--- config.mk ---
export PLATFORM = sky130hd
export DESIGN_NAME = dbg_exc_unit
export DESIGN_NICKNAME = d
export VERILOG_FILES = /design/src/rtl/dbg_exc_pkg.sv /design/src/rtl/dbg_bp_bank.sv /design/src/rtl/dbg_exc_eval.sv /design/src/rtl/dbg_exc_unit.sv
export SDC_FILE = /design/constraint.sdc
export NUM_CORES = 1
export LEC_CHECK = 0
export ABC_AREA = 1
export BUFFER_PORTS_ARGS = -buffer_cell sky130_fd_sc_hd__buf_2
export CORE_AREA = 2 2 181 183
export CTS_CLUSTER_SIZE = 20
export DETAILED_ROUTE_END_ITERATION = 12
export DIE_AREA = 0 0 183 185
export PLACE_DENSITY = 0.64
export SLEW_MARGIN = 10
export SYNTH_ARGS = -nofsm -noshare
export SYNTH_HDL_FRONTEND = slang
export SYNTH_SLANG_ARGS = --single-unit
--- constraint.sdc ---
create_clock -name clk -period 2.2 [get_ports clk]
set_input_delay 0.22 -clock clk [delete_from_list [all_inputs] [get_ports clk]]
set_output_delay 0.22 -clock clk [all_outputs]
set_load 0.05 [all_outputs]
--- src/rtl/dbg_exc_pkg.sv ---
package dbg_exc_pkg;
  typedef enum logic [2:0] {
    CAUSE_NONE = 3'd0,
    CAUSE_IBP  = 3'd1,
    CAUSE_BRK  = 3'd2,
    CAUSE_LPT  = 3'd3,
    CAUSE_TBR  = 3'd4,
    CAUSE_SST  = 3'd5
  } cause_e;

  localparam int TV_SST = 0;
  localparam int TV_TBR = 1;
  localparam int TV_LPT = 2;
  localparam int TV_W   = 3;
endpackage

--- src/rtl/dbg_bp_bank.sv ---
module dbg_bp_bank #(
  parameter int NBP = 4,
  parameter int AW  = 32
) (
  input  logic [AW-1:0]     fetch_addr,
  input  logic [NBP*AW-1:0] bp_addr,
  input  logic [NBP*AW-1:0] bp_mask,
  input  logic [NBP-1:0]    bp_en,
  output logic              any_hit
);
  logic [NBP-1:0] hit_vec;

  // One masked comparator per breakpoint slot.
  for (genvar i = 0; i < NBP; i++) begin : g_cmp
    logic [AW-1:0] care;
    assign care       = ~bp_mask[i*AW +: AW];
    assign hit_vec[i] = bp_en[i] &&
                        ((fetch_addr & care) == (bp_addr[i*AW +: AW] & care));
  end

  assign any_hit = |hit_vec;
endmodule

--- src/rtl/dbg_exc_eval.sv ---
module dbg_exc_eval
  import dbg_exc_pkg::*;
#(
  parameter int AW           = 32,
  parameter int SW           = 2,
  parameter int PLW          = 2,
  parameter int SLOTS        = 3,
  parameter int BUNDLE_BYTES = 16
) (
  input  logic            valid,
  input  logic [AW-1:0]   addr,
  input  logic [SW-1:0]   slot,
  input  logic            is_branch,
  input  logic            taken,
  input  logic [AW-1:0]   target,
  input  logic [PLW-1:0]  cur_pl,
  input  logic [PLW-1:0]  tgt_pl,
  input  logic            pred,
  input  logic            is_break,
  input  logic            alt_mode,
  input  logic            alt_tf,
  input  logic            en_step,
  input  logic            en_branch,
  input  logic            en_lowpriv,
  input  logic            en_ibp,
  input  logic            supp,
  input  logic            bp_hit,
  output logic            raise,
  output logic            is_fault,
  output logic            completes,
  output cause_e          cause,
  output logic [TV_W-1:0] trap_vec,
  output logic [AW-1:0]   resume_addr,
  output logic [SW-1:0]   resume_slot
);
  localparam logic [SW-1:0] LAST_SLOT = SW'(SLOTS - 1);
  localparam logic [AW-1:0] STRIDE    = AW'(BUNDLE_BYTES);

  logic          fault_ibp, fault_brk, taken_eff;
  logic          step_on;
  logic [AW-1:0] next_addr;
  logic [SW-1:0] next_slot;

  // Fault conditions: the breakpoint fault ignores the predicate.
  always_comb begin
    fault_ibp = valid && en_ibp && bp_hit && !supp;
    fault_brk = valid && is_break && pred;
    is_fault  = fault_ibp || fault_brk;
    completes = valid && !is_fault;
  end

  // Trap conditions, only for instructions that complete.
  always_comb begin
    taken_eff        = is_branch && taken && pred;
    step_on          = en_step || (alt_mode && alt_tf);
    trap_vec         = '0;
    trap_vec[TV_SST] = completes && step_on;
    trap_vec[TV_TBR] = completes && en_branch && taken_eff;
    trap_vec[TV_LPT] = completes && en_lowpriv && taken_eff && !alt_mode &&
                       (tgt_pl > cur_pl);
    raise            = is_fault || (|trap_vec);
  end

  // Fixed priority: faults, then lower-privilege, taken-branch, step.
  always_comb begin
    if (fault_ibp)              cause = CAUSE_IBP;
    else if (fault_brk)         cause = CAUSE_BRK;
    else if (trap_vec[TV_LPT])  cause = CAUSE_LPT;
    else if (trap_vec[TV_TBR])  cause = CAUSE_TBR;
    else if (trap_vec[TV_SST])  cause = CAUSE_SST;
    else                        cause = CAUSE_NONE;
  end

  // Next sequential instruction, wrapping slot into the next bundle.
  always_comb begin
    if (slot >= LAST_SLOT) begin
      next_addr = addr + STRIDE;
      next_slot = '0;
    end else begin
      next_addr = addr;
      next_slot = slot + SW'(1);
    end
  end

  // Resume rule: faults re-execute, taken branches go to target.
  always_comb begin
    if (is_fault) begin
      resume_addr = addr;
      resume_slot = slot;
    end else if (taken_eff) begin
      resume_addr = target;
      resume_slot = '0;
    end else begin
      resume_addr = next_addr;
      resume_slot = next_slot;
    end
  end
endmodule

--- src/rtl/dbg_exc_unit.sv ---
module dbg_exc_unit
  import dbg_exc_pkg::*;
#(
  parameter int AW           = 32,
  parameter int PLW          = 2,
  parameter int IW           = 21,
  parameter int NBP          = 4,
  parameter int SLOTS        = 3,
  parameter int BUNDLE_BYTES = 16,
  parameter int SW           = $clog2(SLOTS)
) (
  input  logic              clk,
  input  logic              rst_n,
  input  logic              in_valid,
  input  logic [AW-1:0]     in_addr,
  input  logic [SW-1:0]     in_slot,
  input  logic              in_is_branch,
  input  logic              in_taken,
  input  logic [AW-1:0]     in_target,
  input  logic [PLW-1:0]    in_cur_pl,
  input  logic [PLW-1:0]    in_tgt_pl,
  input  logic              in_pred,
  input  logic              in_is_break,
  input  logic [IW-1:0]     in_imm,
  input  logic              in_alt_mode,
  input  logic              in_alt_tf,
  input  logic              en_step,
  input  logic              en_branch,
  input  logic              en_lowpriv,
  input  logic              en_ibp,
  input  logic              supp_set,
  input  logic [NBP*AW-1:0] bp_addr,
  input  logic [NBP*AW-1:0] bp_mask,
  input  logic [NBP-1:0]    bp_en,
  output logic              exc_valid,
  output logic [2:0]        exc_cause,
  output logic              exc_is_fault,
  output logic [TV_W-1:0]   exc_trap_vec,
  output logic [AW-1:0]     exc_resume_addr,
  output logic [SW-1:0]     exc_resume_slot,
  output logic [AW-1:0]     exc_fault_addr,
  output logic [SW-1:0]     exc_fault_slot,
  output logic [IW-1:0]     exc_imm,
  output logic              supp_pending
);
  logic            bp_hit;
  logic            ev_raise, ev_fault, ev_done;
  cause_e          ev_cause;
  logic [TV_W-1:0] ev_vec;
  logic [AW-1:0]   ev_raddr;
  logic [SW-1:0]   ev_rslot;

  logic            supp_q, supp_d;
  logic            load_exc, load_imm;

  dbg_bp_bank #(.NBP(NBP), .AW(AW)) u_bp (
    .fetch_addr (in_addr),
    .bp_addr    (bp_addr),
    .bp_mask    (bp_mask),
    .bp_en      (bp_en),
    .any_hit    (bp_hit)
  );

  dbg_exc_eval #(
    .AW(AW), .SW(SW), .PLW(PLW), .SLOTS(SLOTS), .BUNDLE_BYTES(BUNDLE_BYTES)
  ) u_eval (
    .valid       (in_valid),
    .addr        (in_addr),
    .slot        (in_slot),
    .is_branch   (in_is_branch),
    .taken       (in_taken),
    .target      (in_target),
    .cur_pl      (in_cur_pl),
    .tgt_pl      (in_tgt_pl),
    .pred        (in_pred),
    .is_break    (in_is_break),
    .alt_mode    (in_alt_mode),
    .alt_tf      (in_alt_tf),
    .en_step     (en_step),
    .en_branch   (en_branch),
    .en_lowpriv  (en_lowpriv),
    .en_ibp      (en_ibp),
    .supp        (supp_q),
    .bp_hit      (bp_hit),
    .raise       (ev_raise),
    .is_fault    (ev_fault),
    .completes   (ev_done),
    .cause       (ev_cause),
    .trap_vec    (ev_vec),
    .resume_addr (ev_raddr),
    .resume_slot (ev_rslot)
  );

  // Next-state: suppress flag and clock enables for the capture registers.
  always_comb begin
    if (supp_set)     supp_d = 1'b1;
    else if (ev_done) supp_d = 1'b0;
    else              supp_d = supp_q;
    load_exc = ev_raise;
    load_imm = ev_fault && (ev_cause == CAUSE_BRK);
  end

  always_ff @(posedge clk or negedge rst_n) begin
    if (!rst_n) begin
      supp_q    <= 1'b0;
      exc_valid <= 1'b0;
    end else begin
      supp_q    <= supp_d;
      exc_valid <= ev_raise;
    end
  end

  always_ff @(posedge clk or negedge rst_n) begin
    if (!rst_n) begin
      exc_cause       <= CAUSE_NONE;
      exc_is_fault    <= 1'b0;
      exc_trap_vec    <= '0;
      exc_resume_addr <= '0;
      exc_resume_slot <= '0;
      exc_fault_addr  <= '0;
      exc_fault_slot  <= '0;
    end else if (load_exc) begin
      exc_cause       <= ev_cause;
      exc_is_fault    <= ev_fault;
      exc_trap_vec    <= ev_vec;
      exc_resume_addr <= ev_raddr;
      exc_resume_slot <= ev_rslot;
      exc_fault_addr  <= in_addr;
      exc_fault_slot  <= in_slot;
    end
  end

  always_ff @(posedge clk or negedge rst_n) begin
    if (!rst_n)        exc_imm <= '0;
    else if (load_imm) exc_imm <= in_imm;
  end

  assign supp_pending = supp_q;

  // Assertions
  assert_pulse_source_R10: assert property (@(posedge clk) disable iff (!rst_n)
    exc_valid |-> $past(in_valid));

  assert_fault_masks_traps_R8: assert property (@(posedge clk) disable iff (!rst_n)
    (exc_valid && exc_is_fault) |-> (exc_trap_vec == '0));

  assert_trap_has_vec_R9: assert property (@(posedge clk) disable iff (!rst_n)
    (exc_valid && !exc_is_fault) |-> ((exc_trap_vec != '0) && (exc_cause >= 3'd3)));

  assert_fault_resume_R5: assert property (@(posedge clk) disable iff (!rst_n)
    (exc_valid && exc_is_fault) |->
      ((exc_resume_addr == exc_fault_addr) && (exc_resume_slot == exc_fault_slot)));

  assert_break_imm_R7: assert property (@(posedge clk) disable iff (!rst_n)
    (exc_valid && exc_cause == 3'd2) |-> (exc_imm == $past(in_imm)));

  assert_supp_survives_fault_R6: assert property (@(posedge clk) disable iff (!rst_n)
    (supp_q && in_valid && in_is_break && in_pred && !supp_set) |=> supp_q);

  assert_fault_ptr_R11: assert property (@(posedge clk) disable iff (!rst_n)
    exc_valid |-> (exc_fault_addr == $past(in_addr) && exc_fault_slot == $past(in_slot)));
endmodule

==> run summary, run 1 <==
WS Path Type - input port to flip-flop
Setup_tns - 0 ps
Core Box Area - 0.03204 mm²
Final setup viols - 0
Largest net degree at the start of global routing - 41
Relative slew slack - 66.64%
Syn_nets - 1869
Drt pass-1 iters - 5
Met3 GRT Util - 4.168%
Crit start category - input port
Post-layout min period - 2014 ps
Routed len/inst - 16.56 µm
Slew Limit Fails - 0
Critical Path AT - 2300 ps
GRT met2 Usage - 40.77%
Global route total overflow - 0
Post-Place Cell Area - 0.01265 mm²
Vias in the first global route - 10920
Hold Path Class - input port to flip-flop
Pwr dens - 557.1 mW/mm²
CTS tree - done
Worst-skew pair later-pin latency - 350 ps
RSZ-0062 raised after global routing - no
DIE AREA - 0.03386 mm²
Hold WS - 70.90 ps
Max-cap violations - 0
Share of layout cells above drive strength 1 - 33.62%
Post-Synthesis Cells - 1501
Cell Area, Synth - 0.008713 mm²
Critical-path maximum fanout - 38
GRT Resource Usage Total - 23.88%
Routed vias/inst - 4.610
Yosys reg bits - 98
Core Rows - 66
Skew final - 10.45 ps
Met1 usage - 30.56%
Final Hold Viols - 0
Max Freq - 0.4964 GHz
Maximum vdd drop - 0.3720 mV
Pleak - 7.682 nW
Initial antenna violation count - 7
I/O pin count - 463
Number of unique standard cell types used by synthesis - 38
Die Ht - 185 µm
Routed vias - 11530
Clock slew at reported path FFs - 70 ps
Root cell of the clock tree - clkbuf_16
Dpl hpwl - 35.88 mm
Starting Density - 27.19%
First-pass GRT wire length - 61.40 mm
Critical Path Sink Type - flip-flop
Outcome - finished clean
Nets - 2452
Mapped Avg Cell Area - 5.805 µm²
Busiest grt layer - met2
Tcrit/Tclk final - 91.56%
Total CTS buffers - 9
Post-route cell area - 0.01301 mm²
Post-route ant nets - 0
Slew @ Worst Pin - 495.8 ps
Final WL - 41.43 mm
Sink Count - 98
1st-iter DRT viols - 655
Die W - 183 µm
Layout area overhead - 49.25%
Post-synthesis sequential area ratio - 28.14%
Post-CTS Setup Inserts - 0
Warnings from Yosys - 0
H-tree depth - 3
CP required - 2480 ps
# DRC - 0
Port Buffer Count - 462
RePlAce Congestion - 0.9484
Longest Clk Path Bufs - 2
## synthesized netlist by cell type
library cell / n / area (µm²)
a21oi_1: 19 / 95.09
nor3b_1: 7 / 52.55
nor2_1: 189 / 709.4
o21bai_1: 2 / 15.01
and2_1: 2 / 12.51
nor3b_2: 3 / 37.54
inv_1: 127 / 476.7
mux2i_1: 2 / 20.02
o21ai_0: 48 / 240.2
dfrtp_1: 98 / 2452
nand2_2: 2 / 12.51
o2111ai_2: 1 / 15.01
a31oi_1: 2 / 12.51
nand3_1: 144 / 720.7
or3b_2: 1 / 8.760
buf_4: 22 / 165.2
and3_1: 1 / 6.260
or2_2: 7 / 43.79
nor4_1: 2 / 12.51
buf_6: 5 / 56.30
inv_2: 22 / 82.58
buf_2: 28 / 140.1
o211ai_1: 1 / 7.510
o21ai_1: 9 / 45.04
o21ai_4: 1 / 16.27
clkbuf_1: 18 / 67.56
nand4_1: 32 / 200.2
o31ai_1: 4 / 30.03
nor3_1: 10 / 50.05
nor3_2: 1 / 10.01
nor2_2: 2 / 12.51
nand2_1: 620 / 2327
ha_1: 3 / 37.54
or2_0: 2 / 12.51
xor2_1: 17 / 148.9
xnor2_1: 6 / 52.55
a21o_1: 1 / 7.510
nand3b_1: 40 / 300.3
## flip-flops by register name (all words and copies together) (netlist names)
| register | cells |
|---|---|
| exc_is_fault | 1 |
| exc_imm | 21 |
| exc_resume_slot | 2 |
| exc_resume_addr | 32 |
| exc_trap_vec | 3 |
| exc_valid | 1 |
| exc_fault_addr | 32 |
| supp_pending | 1 |
| exc_fault_slot | 2 |
| exc_cause | 3 |
## path summary, 6_finish.rpt
kind                               from            endpoint  cells after the start  slack [ps]
setup / recovery            in_addr[11]  exc_resume_addr[4]                     17         190
hold / removal                 supp_set        supp_pending                      2          70
setup reg to reg           supp_pending  exc_resume_addr[4]                      9         560
hold reg to reg             exc_imm[13]         exc_imm[13]                      2         470
max in group asynchronous         rst_n          exc_imm[4]                      3        1090
min in group asynchronous         rst_n  exc_fault_addr[15]                      2         350
## kinds of logic (layout without fill, tap and decap cells)
family / Yosys count / in the layout / share of synthesized area [%]
AO/OA/AOI/OAI: 88 / 88 / 5.557
flip-flops: 98 / 98 / 28.14
multiplexers: 2 / 2 / 0.2298
buffers and inverters: 222 / 809 / 11.34
AND/OR/NAND/NOR: 1065 / 1065 / 51.98
adder cells (fa/ha/maj): 3 / 3 / 0.4308
XOR/XNOR: 23 / 23 / 2.312
other: 0 / 6 / 0
## timing repair
item                       4_1_cts  5_1_grt
gates resized for setup          0       11
hold endpoints to repair        26        0
setup endpoints to repair        0       74
hold buffers                     1        0
## layout make-up
type / instances / area, µm²
clock inverters: 5 / 63.81
inverters: 149 / 559.3
diodes: 6 / 15.01
repair buffers: 645 / 3871
fillers: 3567 / 19040
multi-input cells: 1181 / 5304
well taps: 408 / 510.5
flip-flops and latches: 98 / 2452
clock buffers: 10 / 229.0
## layout by cell type, fill, tap and decap left out, types with 2 or more instances in the layout
master       n
a21oi_1     19
a31oi_1      2
and2_1       2
buf_12      13
buf_2      460
buf_4      166
buf_6        4
clkbuf_16    9
clkinv_4     2
dfrtp_1     98
diode_2      6
ha_1         3
inv_1      127
inv_2       22
mux2i_1      2
nand2_1    619
nand2_2      3
nand3_1    143
nand3b_1    40
nand4_1     32
nor2_1     188
nor2_2       2
nor3_1       9
nor3_2       2
nor3b_1      7
nor3b_2      3
nor4_1       2
o21ai_0     47
o21ai_1     10
o21bai_1     2
o31ai_1      4
or2_0        2
or2_2        7
xnor2_1      6
xor2_1      17
## through the flow
| stage | setup WS, ps | std cells | total power [mW] | util [%] |
|---|---|---|---|---|
| 3_3_place_gp | -312.3 | 2480 | 5.647 | 39.48 |
| 2_1_floorplan | 258.4 | 1501 | 4.311 | - |
| 4_1_cts | 50.73 | 2496 | 7.287 | 40.42 |
| 5_1_grt | 11.30 | 2502 | 7.667 | 40.59 |
| 3_5_place_dp | -307.3 | 2480 | 5.682 | 39.48 |
| 6_report | 185.6 | 2502 | 7.245 | 40.59 |
## metal layers
metal | vias to the layer above | wire, µm
met2 | 457 | 19470
met4 | 4 | 1102
li1 | 5860 | -
met5 | - | 17
met1 | 5154 | 17970
met3 | 58 | 2878
## power by group
part	internal (mW)	switching, mW	leakage, nW
clock	0.885	0.712	0.139
sequential	2.09	0.190	1.21
combinational	1.09	2.28	6.33
## critical path, cell delays in order
cell,delay (ps)
buf_2,230
inv_2,110
nand2_1,80
nand3_2,120
nand2_1,130
nor2_1,70
nand2_1,60
nor2_1,40
nand3_1,80
nand2_1,130
o21ai_4,200
buf_4,150
o2111ai_4,130
nand2_2,160
buf_12,210
nand2_1,90
nand2_1,60
Note: power is estimated with default switching activity, not from simulation.
==> run 2, diff against run 1 <==
--- a/config.mk
+++ b/config.mk
@@ -7,11 +7,12 @@
 export LEC_CHECK = 0
 export ABC_AREA = 1
 export BUFFER_PORTS_ARGS = -buffer_cell sky130_fd_sc_hd__buf_2
-export CORE_AREA = 2 2 181 183
+export CELL_PAD_IN_SITES_DETAIL_PLACEMENT = 2
+export CELL_PAD_IN_SITES_GLOBAL_PLACEMENT = 2
+export CORE_UTILIZATION = 23
 export CTS_CLUSTER_SIZE = 20
 export DETAILED_ROUTE_END_ITERATION = 12
-export DIE_AREA = 0 0 183 185
-export PLACE_DENSITY = 0.64
+export PLACE_DENSITY = 0.95
 export SLEW_MARGIN = 10
 export SYNTH_ARGS = -nofsm -noshare
 export SYNTH_HDL_FRONTEND = slang
==> run summary, run 2 (same netlist as run 1, synthesis figures left out) <==
Final WL - 58.50 mm
Relative slew slack - 60.98%
Commonest non-fill, non-tap cell in the layout - nand2_1
Largest net degree at the start of global routing - 43
Setup_tns - -8.559 ps
Worst path cell trace - buf_4 > buf_12 > nand2_1 > nand3b_1 > nand2_1 > nor2_1 > buf_4 > nand2_1 > nor2_1 > nand3_2 > nand2_2 > o21ai_4 > o211ai_1 > inv_2 > nand2_8 > buf_12 > nand2_1 > nand2_2
Dpl hpwl - 48.90 mm
Global route total overflow - 0
Drt pass-1 iters - 7
Hold WS - 70.73 ps
Worst R2R End - exc_resume_addr[28]
Reg2reg setup slack - 180 ps
I/O pin count - 463
# DRC - 0
Layout area overhead - 56.06%
CP required - 2430 ps
RR Startpoint - supp_pending
Sink Count - 98
Final setup viols - 1
First-pass GRT wire length - 85.26 mm
Worst Reg2Reg Path Length in Cells - 9
Critical Path Sink Type - flip-flop
Final Hold Viols - 0
Tcrit/Tclk final - 100.4%
Nets - 2485
Post-Place Cell Area - 0.01294 mm²
WS Path Type - input port to flip-flop
Clock slew at reported path FFs - 70 ps
Critical Path Max Stage Delay - 230 ps
Post-route ant nets - 0
Critical Path AT - 2440 ps
Root cell of the clock tree - clkbuf_16
DIE AREA - 0.03867 mm²
Overall Power - 7.700 mW
Total CTS buffers - 9
Share of layout cells above drive strength 1 - 35.82%
Vias in the first global route - 14560
Core Box Area - 0.03696 mm²
GRT Resource Usage Total - 29.20%
RSZ-0062 raised after global routing - yes
Skew final - 11.38 ps
H-tree depth - 3
Cell mode on critical path - nand2_1
Routed len/inst - 22.24 µm
CP top delay family - simple AND/OR/NAND/NOR gates
1st-iter DRT viols - 513
Die Ht - 196.6 µm
Longest Clk Path Bufs - 2
Crit start category - input port
Port Buffer Count - 462
PnR worst setup slack - -8.559 ps
Slowest-stage cell, CP - o21ai_4
Crit path depth - 18
Critical-path maximum fanout - 15
Slew @ Worst Pin - 580.0 ps
Outcome - finished, violations left
Most frequent cells in the layout - nand2_1 (611), buf_2 (447), buf_4 (200), nor2_1 (179), nand3_1 (140)
Slew Limit Fails - 0
RePlAce Congestion - 0.9040
CTS tree - done
Routed vias - 12860
End of the critical path - exc_fault_addr[8]
Post-layout min period - 2209 ps
Pwr dens - 566.2 mW/mm²
Failing checks - setup timing
Max Freq - 0.4528 GHz
Worst-skew pair later-pin latency - 370 ps
Initial antenna violation count - 8
Post-route cell area - 0.01360 mm²
Layout fillers - 4551
Die W - 196.6 µm
CP startpoint - in_addr[22]
Pleak - 7.888 nW
Buf/Inv on CP - 5
Routed vias/inst - 4.890
Max-cap violations - 0
Core Rows - 70
Hold Path Class - input port to flip-flop
Starting Density - 23.57%
Maximum vdd drop - 0.3389 mV
Top flop regs - exc_fault_addr: 32 flops, exc_resume_addr: 32 flops, exc_imm: 21 flops
==> run 2: layout make-up <==
type,count,area (µm²),area share [%]
diodes,4,10.01,0.07361
clock buffers,12,246.5,1.813
clock inverters,4,51.30,0.3773
inverters,149,564.3,4.150
multi-input cells,1181,5410,39.79
flip-flops and latches,98,2452,18.03
well taps,504,630.6,4.637
repair buffers,678,4233,31.13
==> run 2: per-layer routing <==
layer  share of wire, %  track usage (%)
met1                 39            32.15
met5              0.079                0
met4                4.3            12.98
met3                5.5            4.706
met2                 51            54.75
==> run 2: worst min-delay path by stage <==
| stage | start | end | slack, ps | depth (start not counted) |
|---|---|---|---|---|
| floorplan | rst_n | exc_cause[0] | -80 | 0 |
| global placement | rst_n | exc_resume_addr[29] | 220 | 1 |
| detailed placement | rst_n | exc_valid | 230 | 1 |
| CTS | supp_set | supp_pending | 60 | 2 |
| global route | supp_set | supp_pending | 60 | 2 |
| finish | supp_set | supp_pending | 70 | 2 |
==> run 2: power by group <==
| part | internal, mW | total, mW | switching [mW] |
|---|---|---|---|
| Clock | 0.916 | 1.66 | 0.746 |
| Sequential | 2.09 | 2.28 | 0.195 |
| Combinational | 1.18 | 3.75 | 2.57 |
| Total | 4.19 | 7.70 | 3.51 |
==> run 2: stage by stage <==
step	utilization, %	cells	setup slack [ps]
final	36.79	2630	-8.559
after CTS	36.11	2619	14.20
after floorplan	-	1501	258.4
after global placement	35.02	2601	-451.0
after global routing	36.78	2629	-114.1
after detailed placement	35.02	2601	-642.8
==> run 2: what timing repair did <==
action                     4_1_cts  5_1_grt
hold endpoints to repair        34        0
hold buffers                     1        0
buffers inserted                 0        5
pin swaps                        0       15
gates cloned                     1        2
resized for setup               19       51
setup endpoints to repair       97       96
